<file path="src/rtl/bh_pkg.sv">
package bh_pkg;
  typedef enum logic [3:0] {
    ST_OWN    = 4'd0,
    ST_FLOAT  = 4'd1,
    ST_ACK    = 4'd2,
    ST_HELD   = 4'd3,
    ST_REL_A  = 4'd4,
    ST_REL_B  = 4'd5,
    ST_REL_C  = 4'd6,
    ST_DRV    = 4'd7,
    ST_ACKOFF = 4'd8
  } hand_st_t;
endpackage

</file>
<file path="src/rtl/bh_phase.sv">
module bh_phase (
  input  logic clk,
  input  logic rst,
  output logic is_rise,
  output logic bus_clk_o
);
  logic ph_q;

  assign is_rise = ~ph_q;

  always_ff @(posedge clk) begin
    if (rst) begin
      ph_q      <= 1'b0;
      bus_clk_o <= 1'b0;
    end else begin
      ph_q      <= ~ph_q;
      bus_clk_o <= is_rise;
    end
  end

  p_phase_alt_r13: assert property (@(posedge clk) disable iff (rst)
    $past(bus_clk_o) != bus_clk_o || $past(rst));
endmodule

</file>
<file path="src/rtl/bh_req_sample.sv">
module bh_req_sample (
  input  logic clk,
  input  logic rst,
  input  logic is_rise,
  input  logic breq_i,
  output logic req_s
);
  always_ff @(posedge clk) begin
    if (rst)           req_s <= 1'b0;
    else if (!is_rise) req_s <= breq_i;
  end

  p_sample_hold_r2: assert property (@(posedge clk) disable iff (rst)
    $past(is_rise) |-> $stable(req_s));
endmodule

</file>
<file path="src/rtl/bh_fsm.sv">
module bh_fsm
  import bh_pkg::*;
(
  input  logic clk,
  input  logic rst,
  input  logic is_rise,
  input  logic req_s,
  input  logic breq_i,
  input  logic seq_idle_i,
  input  logic refresh_pend_i,
  output logic own_n,
  output logic addr_oe_q,
  output logic data_oe_q,
  output logic ctrl_oe_q,
  output logic ack_q,
  output logic local_ok_q
);
  hand_st_t st_q, st_n;

  always_comb begin
    st_n = st_q;
    unique case (st_q)
      ST_OWN:    if (is_rise && req_s && seq_idle_i && !refresh_pend_i) st_n = ST_FLOAT;
      ST_FLOAT:  if (!is_rise) st_n = ST_ACK;
      ST_ACK:    if (is_rise)  st_n = ST_HELD;
      ST_HELD:   if (!is_rise && !breq_i) st_n = ST_REL_A;
      ST_REL_A:  if (is_rise)  st_n = ST_REL_B;
      ST_REL_B:  if (!is_rise) st_n = ST_REL_C;
      ST_REL_C:  if (is_rise)  st_n = ST_DRV;
      ST_DRV:    if (!is_rise) st_n = ST_ACKOFF;
      ST_ACKOFF: if (is_rise)  st_n = ST_OWN;
      default:   st_n = ST_OWN;
    endcase
  end

  assign own_n = (st_n == ST_OWN);

  always_ff @(posedge clk) begin
    if (rst) begin
      st_q       <= ST_OWN;
      addr_oe_q  <= 1'b1;
      data_oe_q  <= 1'b1;
      ctrl_oe_q  <= 1'b1;
      ack_q      <= 1'b0;
      local_ok_q <= 1'b1;
    end else begin
      st_q       <= st_n;
      addr_oe_q  <= own_n;
      data_oe_q  <= own_n;
      local_ok_q <= own_n;
      ctrl_oe_q  <= !(st_n inside {ST_HELD, ST_REL_A, ST_REL_B, ST_REL_C});
      ack_q      <= st_n inside {ST_ACK, ST_HELD, ST_REL_A, ST_REL_B, ST_REL_C, ST_DRV};
    end
  end

  p_float_on_rise_r3: assert property (@(posedge clk) disable iff (rst)
    $fell(addr_oe_q) |-> $past(is_rise));
  p_ack_after_float_r4: assert property (@(posedge clk) disable iff (rst)
    $rose(ack_q) |-> (!addr_oe_q && $past(!addr_oe_q) && $past(!is_rise)));
  p_strobes_need_ack_r5: assert property (@(posedge clk) disable iff (rst)
    !ctrl_oe_q |-> ack_q);
  p_redrive_on_rise_r6: assert property (@(posedge clk) disable iff (rst)
    $rose(ctrl_oe_q) |-> $past(is_rise));
  p_ack_drop_on_fall_r7: assert property (@(posedge clk) disable iff (rst)
    $fell(ack_q) |-> (ctrl_oe_q && $past(ctrl_oe_q) && $past(!is_rise)));
  p_ad_return_last_r8: assert property (@(posedge clk) disable iff (rst)
    $rose(addr_oe_q) |-> (ctrl_oe_q && !ack_q && $past(!ack_q)));
  p_ad_pair_r3: assert property (@(posedge clk) disable iff (rst)
    addr_oe_q == data_oe_q);
endmodule

</file>
<file path="src/rtl/bh_refresh.sv">
module bh_refresh (
  input  logic clk,
  input  logic rst,
  input  logic refresh_pend_i,
  input  logic own_n,
  output logic refreq_q,
  output logic refresh_go_q
);
  always_ff @(posedge clk) begin
    if (rst) begin
      refreq_q     <= 1'b0;
      refresh_go_q <= 1'b0;
    end else begin
      refreq_q     <= refresh_pend_i && !own_n;
      refresh_go_q <= refresh_pend_i && own_n;
    end
  end

  p_req_go_exclusive_r11: assert property (@(posedge clk) disable iff (rst)
    !(refreq_q && refresh_go_q));
endmodule

</file>
<file path="src/rtl/bus_handoff.sv">
module bus_handoff (
  input  logic clk,
  input  logic rst,
  input  logic breq_i,
  input  logic refresh_pend_i,
  input  logic seq_idle_i,
  output logic addr_oe_o,
  output logic data_oe_o,
  output logic ctrl_oe_o,
  output logic ack_o,
  output logic refreq_o,
  output logic refresh_go_o,
  output logic local_ok_o,
  output logic bus_clk_o
);
  logic is_rise;
  logic req_s;
  logic own_n;

  bh_phase u_phase (
    .clk       (clk),
    .rst       (rst),
    .is_rise   (is_rise),
    .bus_clk_o (bus_clk_o)
  );

  bh_req_sample u_sample (
    .clk     (clk),
    .rst     (rst),
    .is_rise (is_rise),
    .breq_i  (breq_i),
    .req_s   (req_s)
  );

  bh_fsm u_fsm (
    .clk            (clk),
    .rst            (rst),
    .is_rise        (is_rise),
    .req_s          (req_s),
    .breq_i         (breq_i),
    .seq_idle_i     (seq_idle_i),
    .refresh_pend_i (refresh_pend_i),
    .own_n          (own_n),
    .addr_oe_q      (addr_oe_o),
    .data_oe_q      (data_oe_o),
    .ctrl_oe_q      (ctrl_oe_o),
    .ack_q          (ack_o),
    .local_ok_q     (local_ok_o)
  );

  bh_refresh u_refresh (
    .clk            (clk),
    .rst            (rst),
    .refresh_pend_i (refresh_pend_i),
    .own_n          (own_n),
    .refreq_q       (refreq_o),
    .refresh_go_q   (refresh_go_o)
  );

  p_refreq_when_released_r11: assert property (@(posedge clk) disable iff (rst)
    refreq_o |-> !addr_oe_o);
  p_go_when_owned_r10: assert property (@(posedge clk) disable iff (rst)
    refresh_go_o |-> (addr_oe_o && local_ok_o));
endmodule

</file>
<file path="config.mk">
export PLATFORM = sky130hd
export DESIGN_NAME = bus_handoff
export DESIGN_NICKNAME = d
export VERILOG_FILES = /design/src/rtl/bh_pkg.sv /design/src/rtl/bh_phase.sv /design/src/rtl/bh_req_sample.sv /design/src/rtl/bh_fsm.sv /design/src/rtl/bh_refresh.sv /design/src/rtl/bus_handoff.sv
export SDC_FILE = /design/constraint.sdc
export NUM_CORES = 1
export LEC_CHECK = 0
export BUFFER_PORTS_ARGS = -buffer_cell sky130_fd_sc_hd__buf_2
export CORE_AREA = 5 5 42 44
export DETAILED_ROUTE_END_ITERATION = 10
export DIE_AREA = 0 0 47 49
export SLEW_MARGIN = 10
export SYNTH_ARGS = -nofsm -noshare
export SYNTH_HDL_FRONTEND = slang
export SYNTH_HIERARCHICAL = 1
export SYNTH_SLANG_ARGS = --single-unit
</file>
<file path="constraint.sdc">
create_clock -name clk -period 1.95 [get_ports clk]
set_input_delay 0.195 -clock clk [delete_from_list [all_inputs] [get_ports clk]]
set_output_delay 0.195 -clock clk [all_outputs]
set_load 0.02 [all_outputs]
</file>
Yosys cells after proc, flatten, opt, wreduce, memory -nomap -nowiden. Index checks and enable logic that the tools add are counted.

Flip-flop bits (word level): 11. Input port bits: 5. Output and inout port bits: 8. Word-level logic and storage cells: 47.

Equal/unequal tests: 14. Muxes and demuxes: 10. Bitwise logic cells: 1. Reductions and logical operators: 14.

Operators by type and width (number): 4-bit two-way mux (9); 4-bit case mux with 9 select lines (1); 4-bit by 3-bit == test with 1-bit output, second input constant (8); 4-bit by 2-bit == test with 1-bit output, second input constant (4); 4-bit logical NOT (2); 1-bit logical AND (6); 6-bit nonzero test (1); 4-bit by 1-bit == test with 1-bit output, second input constant (1); 4-bit == test, second input constant (1); 1-bit logical NOT (4); 4-bit nonzero test (1); 1-bit inverter (1).

Depth between registers and ports, before layout. Gate-level depths: netlist (run 1).

Depth in word-level cells: 9. Gate-level depth with buffers: 6. Mapped depth without buffers: 5.

Modules after synthesis. The synthesis (run 1) kept the hierarchy.

By module, submodules not included: bh_fsm (instances 1, cells an instance 43, area an instance 422.9 µm², sequential area each 140.1 µm²); bh_refresh (instances 1, cells an instance 4, area an instance 61.3 µm², sequential area each 40.0 µm²); bh_req_sample (instances 1, cells an instance 3, area an instance 33.8 µm², sequential area each 20.0 µm²); bh_phase (instances 1, cells an instance 3, area an instance 27.5 µm², sequential area each 20.0 µm²).

Least setup slack after synthesis (run 1). OpenSTA, ideal clock, no wires.

Path type: reg-to-reg. Start: register u_phase.ph_q. End: register u_refresh.refresh_go_q. Library setup time: 0.060 ns. Arrival time: 1.628 ns. Required time: 1.890 ns. Slack: 0.262 ns. Cell stages (with the launch flop): 6. Path buffers: 1. Clock period less this slack: 1.688 ns. Cell sequence: dfxtp_1 inv_1 clkbuf_2 or3_4 a2111oi_4 and3b_1.

Word-level cells in the longest chain between the ends: 8. Elaborated cells on any way between the ends: 17. Classes of those cells: mux: 10; bitwise: 1; reduce/logical: 6.

RTL lines: start: declaration (line bh_phase.sv:7) `logic ph_q;`; start signal: assignment (line bh_phase.sv:16) `ph_q <= ~ph_q;`; 1-bit inverter (line bh_phase.sv:9) `assign is_rise = ~ph_q;`; via is_rise (line bus_handoff.sv:16) `logic is_rise;`; 1-bit logical AND (3 in a row) (line bh_fsm.sv:23) `ST_OWN: if (is_rise && req_s && seq_idle_i && !refresh_pend_i) st_n = ST_FLOAT;`; 4-bit two-way mux (line bh_fsm.sv:23); 4-bit case mux with 9 select lines (line bh_fsm.sv:22) `unique case (st_q)`; 4-bit logical NOT (line bh_fsm.sv:36) `assign own_n = (st_n == ST_OWN);`; via own_n (line bus_handoff.sv:18) `logic own_n;`; 1-bit logical AND (line bh_refresh.sv:15) `refresh_go_q <= refresh_pend_i && own_n;`; end signal: assignment (line bh_refresh.sv:15); end: declaration (line bh_refresh.sv:7) `output logic refresh_go_q`.

The timed path passes the listed nets, and every way through them passes these cells. A chain may end at the register's enable or synchronous reset.

Final worst setup path (run 1).
Start: register u_phase.ph_q. End: register u_fsm.ctrl_oe_q.

Word-level cells in the longest chain between the ends: 9. Elaborated cells on any way between the ends: 21. Classes of those cells: eq/ne: 4; mux: 10; bitwise: 1; reduce/logical: 6.

RTL lines: 1-bit inverter * (line bh_phase.sv:9); via is_rise (line bus_handoff.sv:16); 1-bit logical AND * (3 in a row) (line bh_fsm.sv:23); 4-bit two-way mux * (line bh_fsm.sv:23); 4-bit case mux with 9 select lines * (line bh_fsm.sv:22); 4-bit by 2-bit == test with 1-bit output / 4-bit by 3-bit == test with 1-bit output (equally long branches) (line bh_fsm.sv:51) `ctrl_oe_q <= !(st_n inside {ST_HELD, ST_REL_A, ST_REL_B, ST_REL_C});`; 4-bit nonzero test * (line bh_fsm.sv:51); 1-bit logical NOT * (line bh_fsm.sv:51); end signal: assignment (line bh_fsm.sv:51); end: declaration (line bh_fsm.sv:14) `output logic ctrl_oe_q,`.

Mark *: on every way through the listed nets, which the timed path passes. The rest lies on a longest branch.

==> impl_results.md, run 1 <==
- Final net count: between 70 and 80
- Clock skew: around 0.0040 ns
- Clock Pin Slew Worst Setup and Hold Paths: 0.07 ns
- Worst EP arrival: around 1.8 ns
- PortBufs: 12
- Final setup vio count: 0
- Met1 usage: a little over 10%
- Setup CP Type: reg -> reg
- Detailed Route Iter0 Violations: 12
- Htree depth: 1
- Layout cell share with drive strength beyond 1: a little over a third
- Met2 global-route usage: around 15%
- Worst hold path class: in -> reg
- Peak VDD IR: between 0.0005 and 0.0006 V
- Number of diodes: 0
- Leak pwr: between 0.2 and 0.3 nW
- CP max FO: 11
- Sw power: around 0.10 mW
- DRC Markers: 0
- Top cells by area, synth: dfxtp_1, a2111oi_4, buf_4, mux2i_1, or2_1
- Core area: around 1400 um^2
- Global-route wire length before repair: 1590 um
- Number of global-route vias before repair: around 380
- Initial Utilization: roughly two fifths
- Register area share after synthesis: 40.4%
- CTS tree: done
- Met3 Use GR: around 7.4%
- Per-cell routed wire length: around 12 um
- Comb power frac: under 10%
- Worst-skew pair later-pin latency: between 0.2 and 0.3 ns
- Post-synth top area share: 40.4%
- CTS Buf Count: 3
- Clock group share of total power: between 30% and 40%
- Min Tclk post-route: roughly 1.6 ns
- Setup slack at placement: 0.338 ns
- F_max: between 600 and 700 MHz
- Area Growth Syn to Fin: 16.1%
- CP endpoint kind: flop
- GRT busiest layer: met2
- Die width: around 47 um
- Routed Wire Length: 1020 um
- Ys Warns: 6
- Die Area: ~2300 um^2
- RSZ-0062 raised after global routing: false
- Max Cap Viol: 0
- Status: complete, no violations
- Tot Pwr: 0.427 mW
- Hold_buf cts: 0
- Gr usage total: around 9.8%
- Setup crit start kind: flop
- Post_cts resized: 0
- Setup WS post-layout: between 0.3 and 0.4 ns
- Seq cells post-synth: 11
- Required time worst endpoint: approximately 2.2 ns
- Vias per std cell: 5.20
- Vias post-DR: ~430
- Hold_ws: approximately 0.2 ns
- Final global-route overflow total: 0
- Die Span Y: 49 um
- Synth Area per Inst: roughly 10 um^2
- Row count: 14
- Initial antenna violation count: 0
- RD Place Congestion: about 0.85
- Clock sink count: 11
- Mapped Area: between 500 and 600 um^2
- Post-synthesis cell count: between 50 and 60
- Syn Nets: 58
- Int Pwr: about 0.32 mW
- Clock root cell: clkbuf_4
- Post-synth top area cell: dfxtp_1
- Tightest Pin Transition: ~0.41 ns
- Power Dens Cells: between 600 and 700 nW/um^2
- Post-route antenna net violation count: 0
- DP Wirelength: 772 um
- Post-route setup TNS: 0 ns
- Slew Viols, Final: 0
- Final hold violation count: 0
- Count of cell types in the netlist: 29
- Seq pwr share: a little over half
- First-pass DRT Iterations: 4
- Largest net degree at the start of global routing: 12
- I/O Pins: 13
- Slew margin rel.: approximately 73%
- Setup bufs post-CTS: 0
- Switch share: between 20% and 30%
- Fin crit share: a little over 80%
- Clock tree buffer depth: 2
[metrics by stage]
step | util, % | instance area (um^2) | std cells
detailed placement | 43.2 | 606 | 78
finish | 45.2 | 633 | 82
CTS | 45.2 | 633 | 82
global placement | 43.2 | 606 | 78
floorplan | - | 546 | 53
global route | 45.2 | 633 | 82
[sequential cells by signal, indices dropped and copies added (netlist names)]
signal / flops
u_fsm/ack_q: 1
u_fsm/st_q: 4
u_fsm/ctrl_oe_q: 1
u_sample/req_s: 1
u_fsm/local_ok_q: 1
u_phase/ph_q: 1
u_refresh/refreq_q: 1
u_refresh/refresh_go_q: 1
[synth_stat cells, drive strengths merged]
cell and count:
a2111oi 2, a211oi 3, a21oi 2, a31oi 1
and2 1, and3b 2, buf 3, clkbuf 1
dfxtp 11, inv 3, mux2i 2, nand2 1
nand3 1, nand4bb 1, nor2 4, nor2b 2
nor3 2, nor3b 1, nor4 1, o211a 1
o21ai 2, or2 3, or3 1, or4 1
or4b 1
[path summary, 6_finish.rpt]
| check | startpoint | endpoint | slack [ns] | cells after the start |
|---|---|---|---|---|
| max | u_phase/ph_q | u_fsm/ctrl_oe_q | 0.34 | 5 |
| min | refresh_pend_i | u_refresh/refreq_q | 0.20 | 2 |
| max reg2reg | u_phase/ph_q | u_fsm/ctrl_oe_q | 0.34 | 5 |
| min reg2reg | u_phase/ph_q | u_phase/ph_q | 0.44 | 1 |
[layout by cell type, fill, tap and decap left out, types with 2 or more instances in the layout]
cell	n
buf_2	12
and3b_1	2
inv_1	3
clkbuf_4	3
dfxtp_1	11
or2_1	3
nor2b_1	2
a211oi_1	2
nor2_1	4
nor3_1	2
mux2i_1	2
[routing by layer]
metal / share of wire, % / vias to the layer above / routed length, um
met1: 45 / 199 / 457
met3: 5.8 / 2 / 59
met5: 0 / - / 0
met2: 48 / 11 / 491
li1: - / 214 / -
met4: 1.2 / 0 / 12
[cell families (layout without fill, tap and decap cells)]
logic type	Yosys count	in the layout	share of synthesized area, %
multiplexers	2	2	3.67
AND/OR/NAND/NOR	22	22	28.2
buffers and inverters	7	20	7.11
AO/OA/AOI/OAI	11	11	20.6
flip-flops	11	11	40.4
[critical path, cell delays in order (launching register included)]
cell	delay, ns
dfxtp_1	0.32
inv_1	0.28
and2_1	0.19
a31oi_1	0.05
a2111oi_1	0.48
mux2i_1	0.22
[power groups by stage]
stage	Combinational (mW)	Sequential, mW	Clock, mW
2_1_floorplan	0.0225	0.244	0
3_3_place_gp	0.0406	0.239	0
3_5_place_dp	0.0408	0.239	0
4_1_cts	0.0409	0.234	0.159
5_1_grt	0.0445	0.235	0.177
6_report	0.0406	0.234	0.153
[layout make-up]
cell class,count,area [um^2]
repair buffers,13,67.6
clock buffers,3,22.5
clock inverters,1,5.00
well taps,16,20.0
inverters,3,11.3
multi-input cells,35,287
flip-flops and latches,11,220
fillers,147,768
Power figures use the tool's default switching activity.
==> inputs of run 2 (changes only) <==
--- a/config.mk
+++ b/config.mk
@@ -9,6 +9,7 @@
 export CORE_AREA = 5 5 42 44
 export DETAILED_ROUTE_END_ITERATION = 10
 export DIE_AREA = 0 0 47 49
+export PLACE_DENSITY = 0.66
 export SLEW_MARGIN = 10
 export SYNTH_ARGS = -nofsm -noshare
 export SYNTH_HDL_FRONTEND = slang
==> constraint.sdc (replaced) <==
create_clock -name clk -period 1.3 [get_ports clk]
set_input_delay 0.13 -clock clk [delete_from_list [all_inputs] [get_ports clk]]
set_output_delay 0.13 -clock clk [all_outputs]
set_load 0.02 [all_outputs]
==> run 2 against run 1 <==
Against the previous run: the run now ends with setup timing left; sequential power grew 49%; cell area up 24%; power increased by 57%; critical path depth decreased by 1; flip-flop and latch count unchanged; non-clock buffer count rose by 15; hold slack worse by 0.071 ns; clock power increased by 56%; clock-buffer cell count increased by 1; die area is the same; global-route usage is 2.5 points higher; fmax rose by 7.7%; critical path type unchanged; largest cell class unchanged.
==> impl_results.md, run 2 (synthesized netlist as in run 1, its figures left out) <==
- Fin crit share: 115% (+32 points)
- Crit-path max cell delay: 0.54 ns (+0.06 ns)
- Reg2reg path depth: 4 (-1)
- Most frequent cells in the layout: buf_4, buf_2, dfxtp_1
- Setup slack at placement: -0.223 ns (-0.561 ns)
- Switch share: 25.3% (+0.76 points)
- Routed Wire Length: 1260 um (+24%)
- Clock skew: 0.00382 ns (-0.000169 ns)
- Final net count: 87 (+21%)
- Setup CP Type: reg -> reg
- Per-cell routed wire length: 13.0 um (+4.4%)
- Final global-route overflow total: 0 (unchanged)
- Global-route wire length before repair: 1990 um (+26%)
- CP endpoint kind: flop
- CP max FO: 5 (-6)
- Seq pwr share: 51.9% (-2.9 points)
- Peak VDD IR: 0.000593 V (+6.7%)
- Worst EP arrival: 1.65 ns (-0.16 ns)
- CTS Buf Count: 3 (unchanged)
- FF/Latch Area: 230 um^2 (+4.5%)
- Worst Min Path Start: refresh_pend_i
- PortBufs: 12 (unchanged)
- Biggest register: u_fsm/st_q
- RD Place Congestion: 0.773 (-8.8%)
- Core area: 1400 um^2 (unchanged)
- Htree depth: 1 (unchanged)
- Int Pwr: 0.502 mW (+56%)
- CTS tree: done
- Leak pwr: 0.339 nW (+30%)
- Clock Pin Slew Worst Setup and Hold Paths: 0.07 ns (about the same)
- Slew Viols, Final: 0 (unchanged)
- Final non-filler cell area: 787 um^2 (+24%)
- Max Cap Viol: 0 (unchanged)
- Die Area: 2300 um^2 (unchanged)
- Die width: 47 um (unchanged)
- Number of diodes: 0 (unchanged)
- Layout cell share with drive strength beyond 1: 59.3% (+23 points)
- Setup WS post-layout: -0.191 ns (-0.535 ns)
- RSZ-0062 raised after global routing: true
- Area Growth Syn to Fin: 44.3%
- Die Span Y: 49 um (unchanged)
- Reg-to-reg critical path startpoint: u_fsm/st_q[1]
- Initial antenna violation count: 0 (unchanged)
- Filler Cell Count: 140 (-4.8%)
- Failing checks: setup timing
- First-pass DRT Iterations: 4 (unchanged)
- Clock sink count: 11 (unchanged)
- DRC Markers: 0 (unchanged)
- Slew margin rel.: 76.8% (+4.2 points)
- Hold_buf cts: 0 (unchanged)
- Reg2Reg Setup Slack: -0.19 ns (-0.53 ns)
- Tot Pwr: 0.672 mW (+57%)
- Slowest cell on crit path: or4b_4
- Hold depth: 2 (unchanged)
- Vias per std cell: 4.97 (-4.4%)
- Worst R2R End: u_fsm/local_ok_q
- Clock group share of total power: 35.6% (about the same)
- DP Wirelength: 882 um (+14%)
- Final hold violation count: 0 (unchanged)
- Max reg flops: 4 (unchanged)
- Clock root cell: clkbuf_4
- Hold worst-path end: u_refresh/refresh_go_q
- Power Dens Cells: 854 nW/um^2 (+27%)
- Largest net degree at the start of global routing: 11 (-1)
- DP Area: 707 um^2 (+17%)
- Required time worst endpoint: 1.46 ns (-0.69 ns)
- I/O Pins: 13 (unchanged)
- Worst-skew pair later-pin latency: 0.27 ns (about the same)
- Initial Utilization: 38.9% (unchanged)
- Clock tree buffer depth: 2 (unchanged)
- Vias post-DR: 482 (+13%)
- Leading cell type in the layout, fill and taps excluded: buf_4
- Final setup vio count: 6 (+6)
- Gr usage total: 12.3% (+2.5 points)
- Area of the multi-input gates: 313 um^2 (+9.2%)
- Number of global-route vias before repair: 445 (+16%)
- Detailed Route Iter0 Violations: 7 (-5)
- Post-route antenna net violation count: 0 (unchanged)
- Worst hold path class: in -> reg
- Sw power: 0.170 mW (+62%)
- Row count: 14 (unchanged)
- Tightest Pin Transition: 0.345 ns (-0.0654 ns)
- Comb power frac: 12.5% (+3.0 points)
- F_max: 670 MHz (+7.7%)
- Min Tclk post-route: 1.49 ns (-0.115 ns)
- Critical-path cell list: or4b_4 -> a21oi_4 -> a2111oi_4 -> or2_1
- Status: complete, but fails checks
- Setup crit start kind: flop
[run 2: cell count changes in the layout (fill, tap and decap cells not counted), sizes merged]
cell	previous run	this run
buf	13	28
clkbuf	3	4
clkinv	1	0
[run 2: power groups by stage]
stage	logic [mW]	registers (mW)	clock network, mW
after floorplan	0.0371	0.366	0
after global routing	0.0903	0.350	0.266
after CTS	0.0816	0.350	0.253
after global placement	0.0791	0.357	0
final	0.0842	0.349	0.239
after detailed placement	0.0797	0.357	0
[run 2: per-layer routing]
metal  up-vias  global-route usage, %  routed length, um
li1        247                      -                  -
met1       222                   16.6                558
met2        11                   16.3                639
met3         2                   2.21                 51
met4         0                   9.68                 12
met5         -                      0                  0
[run 2: through the flow]
stage	utilization (%)	hold slack, ns	TNS, ns	cells
finish	56.2	0.130	-0.841	97
global route	56.2	0.127	-1.19	97
CTS	53.8	0.117	-0.918	95
detailed placement	50.4	0.401	-1.05	91
global placement	50.4	0.392	-0.809	91
floorplan	-	0.187	-1.12	53
[run 2: how the worst max path moves through the flow]
stage	from	endpoint	slack (ns)	depth (start not counted)
finish	u_fsm/st_q[1]	u_fsm/local_ok_q	-0.19	4
global route	u_fsm/st_q[1]	u_fsm/local_ok_q	-0.23	4
detailed placement	u_fsm/st_q[2]	u_fsm/local_ok_q	-0.22	4
floorplan	u_phase/ph_q	u_refresh/refresh_go_q	-0.26	5
global placement	u_fsm/st_q[2]	u_fsm/local_ok_q	-0.20	4
CTS	u_fsm/st_q[1]	u_fsm/local_ok_q	-0.22	4
[run 2: final cells by class]
class	instances	area share, %
Multi-Input combinational cell	35	39.7
Inverter	3	1.75
Sequential cell	11	29.3
Timing Repair Buffer	28	23.4
Tap cell	16	2.54
Clock buffer	4	3.34
[run 2: critical path: cells and delay by family (launching register included)]
family / cells / cell delay, ns
flip-flops: 1 / 0.36
AND/OR/NAND/NOR: 2 / 0.77
AO/OA/AOI/OAI: 2 / 0.25
[run 2: what timing repair did]
| action | 4_1_cts | 5_1_grt |
|---|---|---|
| setup endpoints to repair | 6 | 7 |
| buffers inserted | 0 | 2 |
| resized for setup | 7 | 5 |
| pin swaps | 9 | 5 |
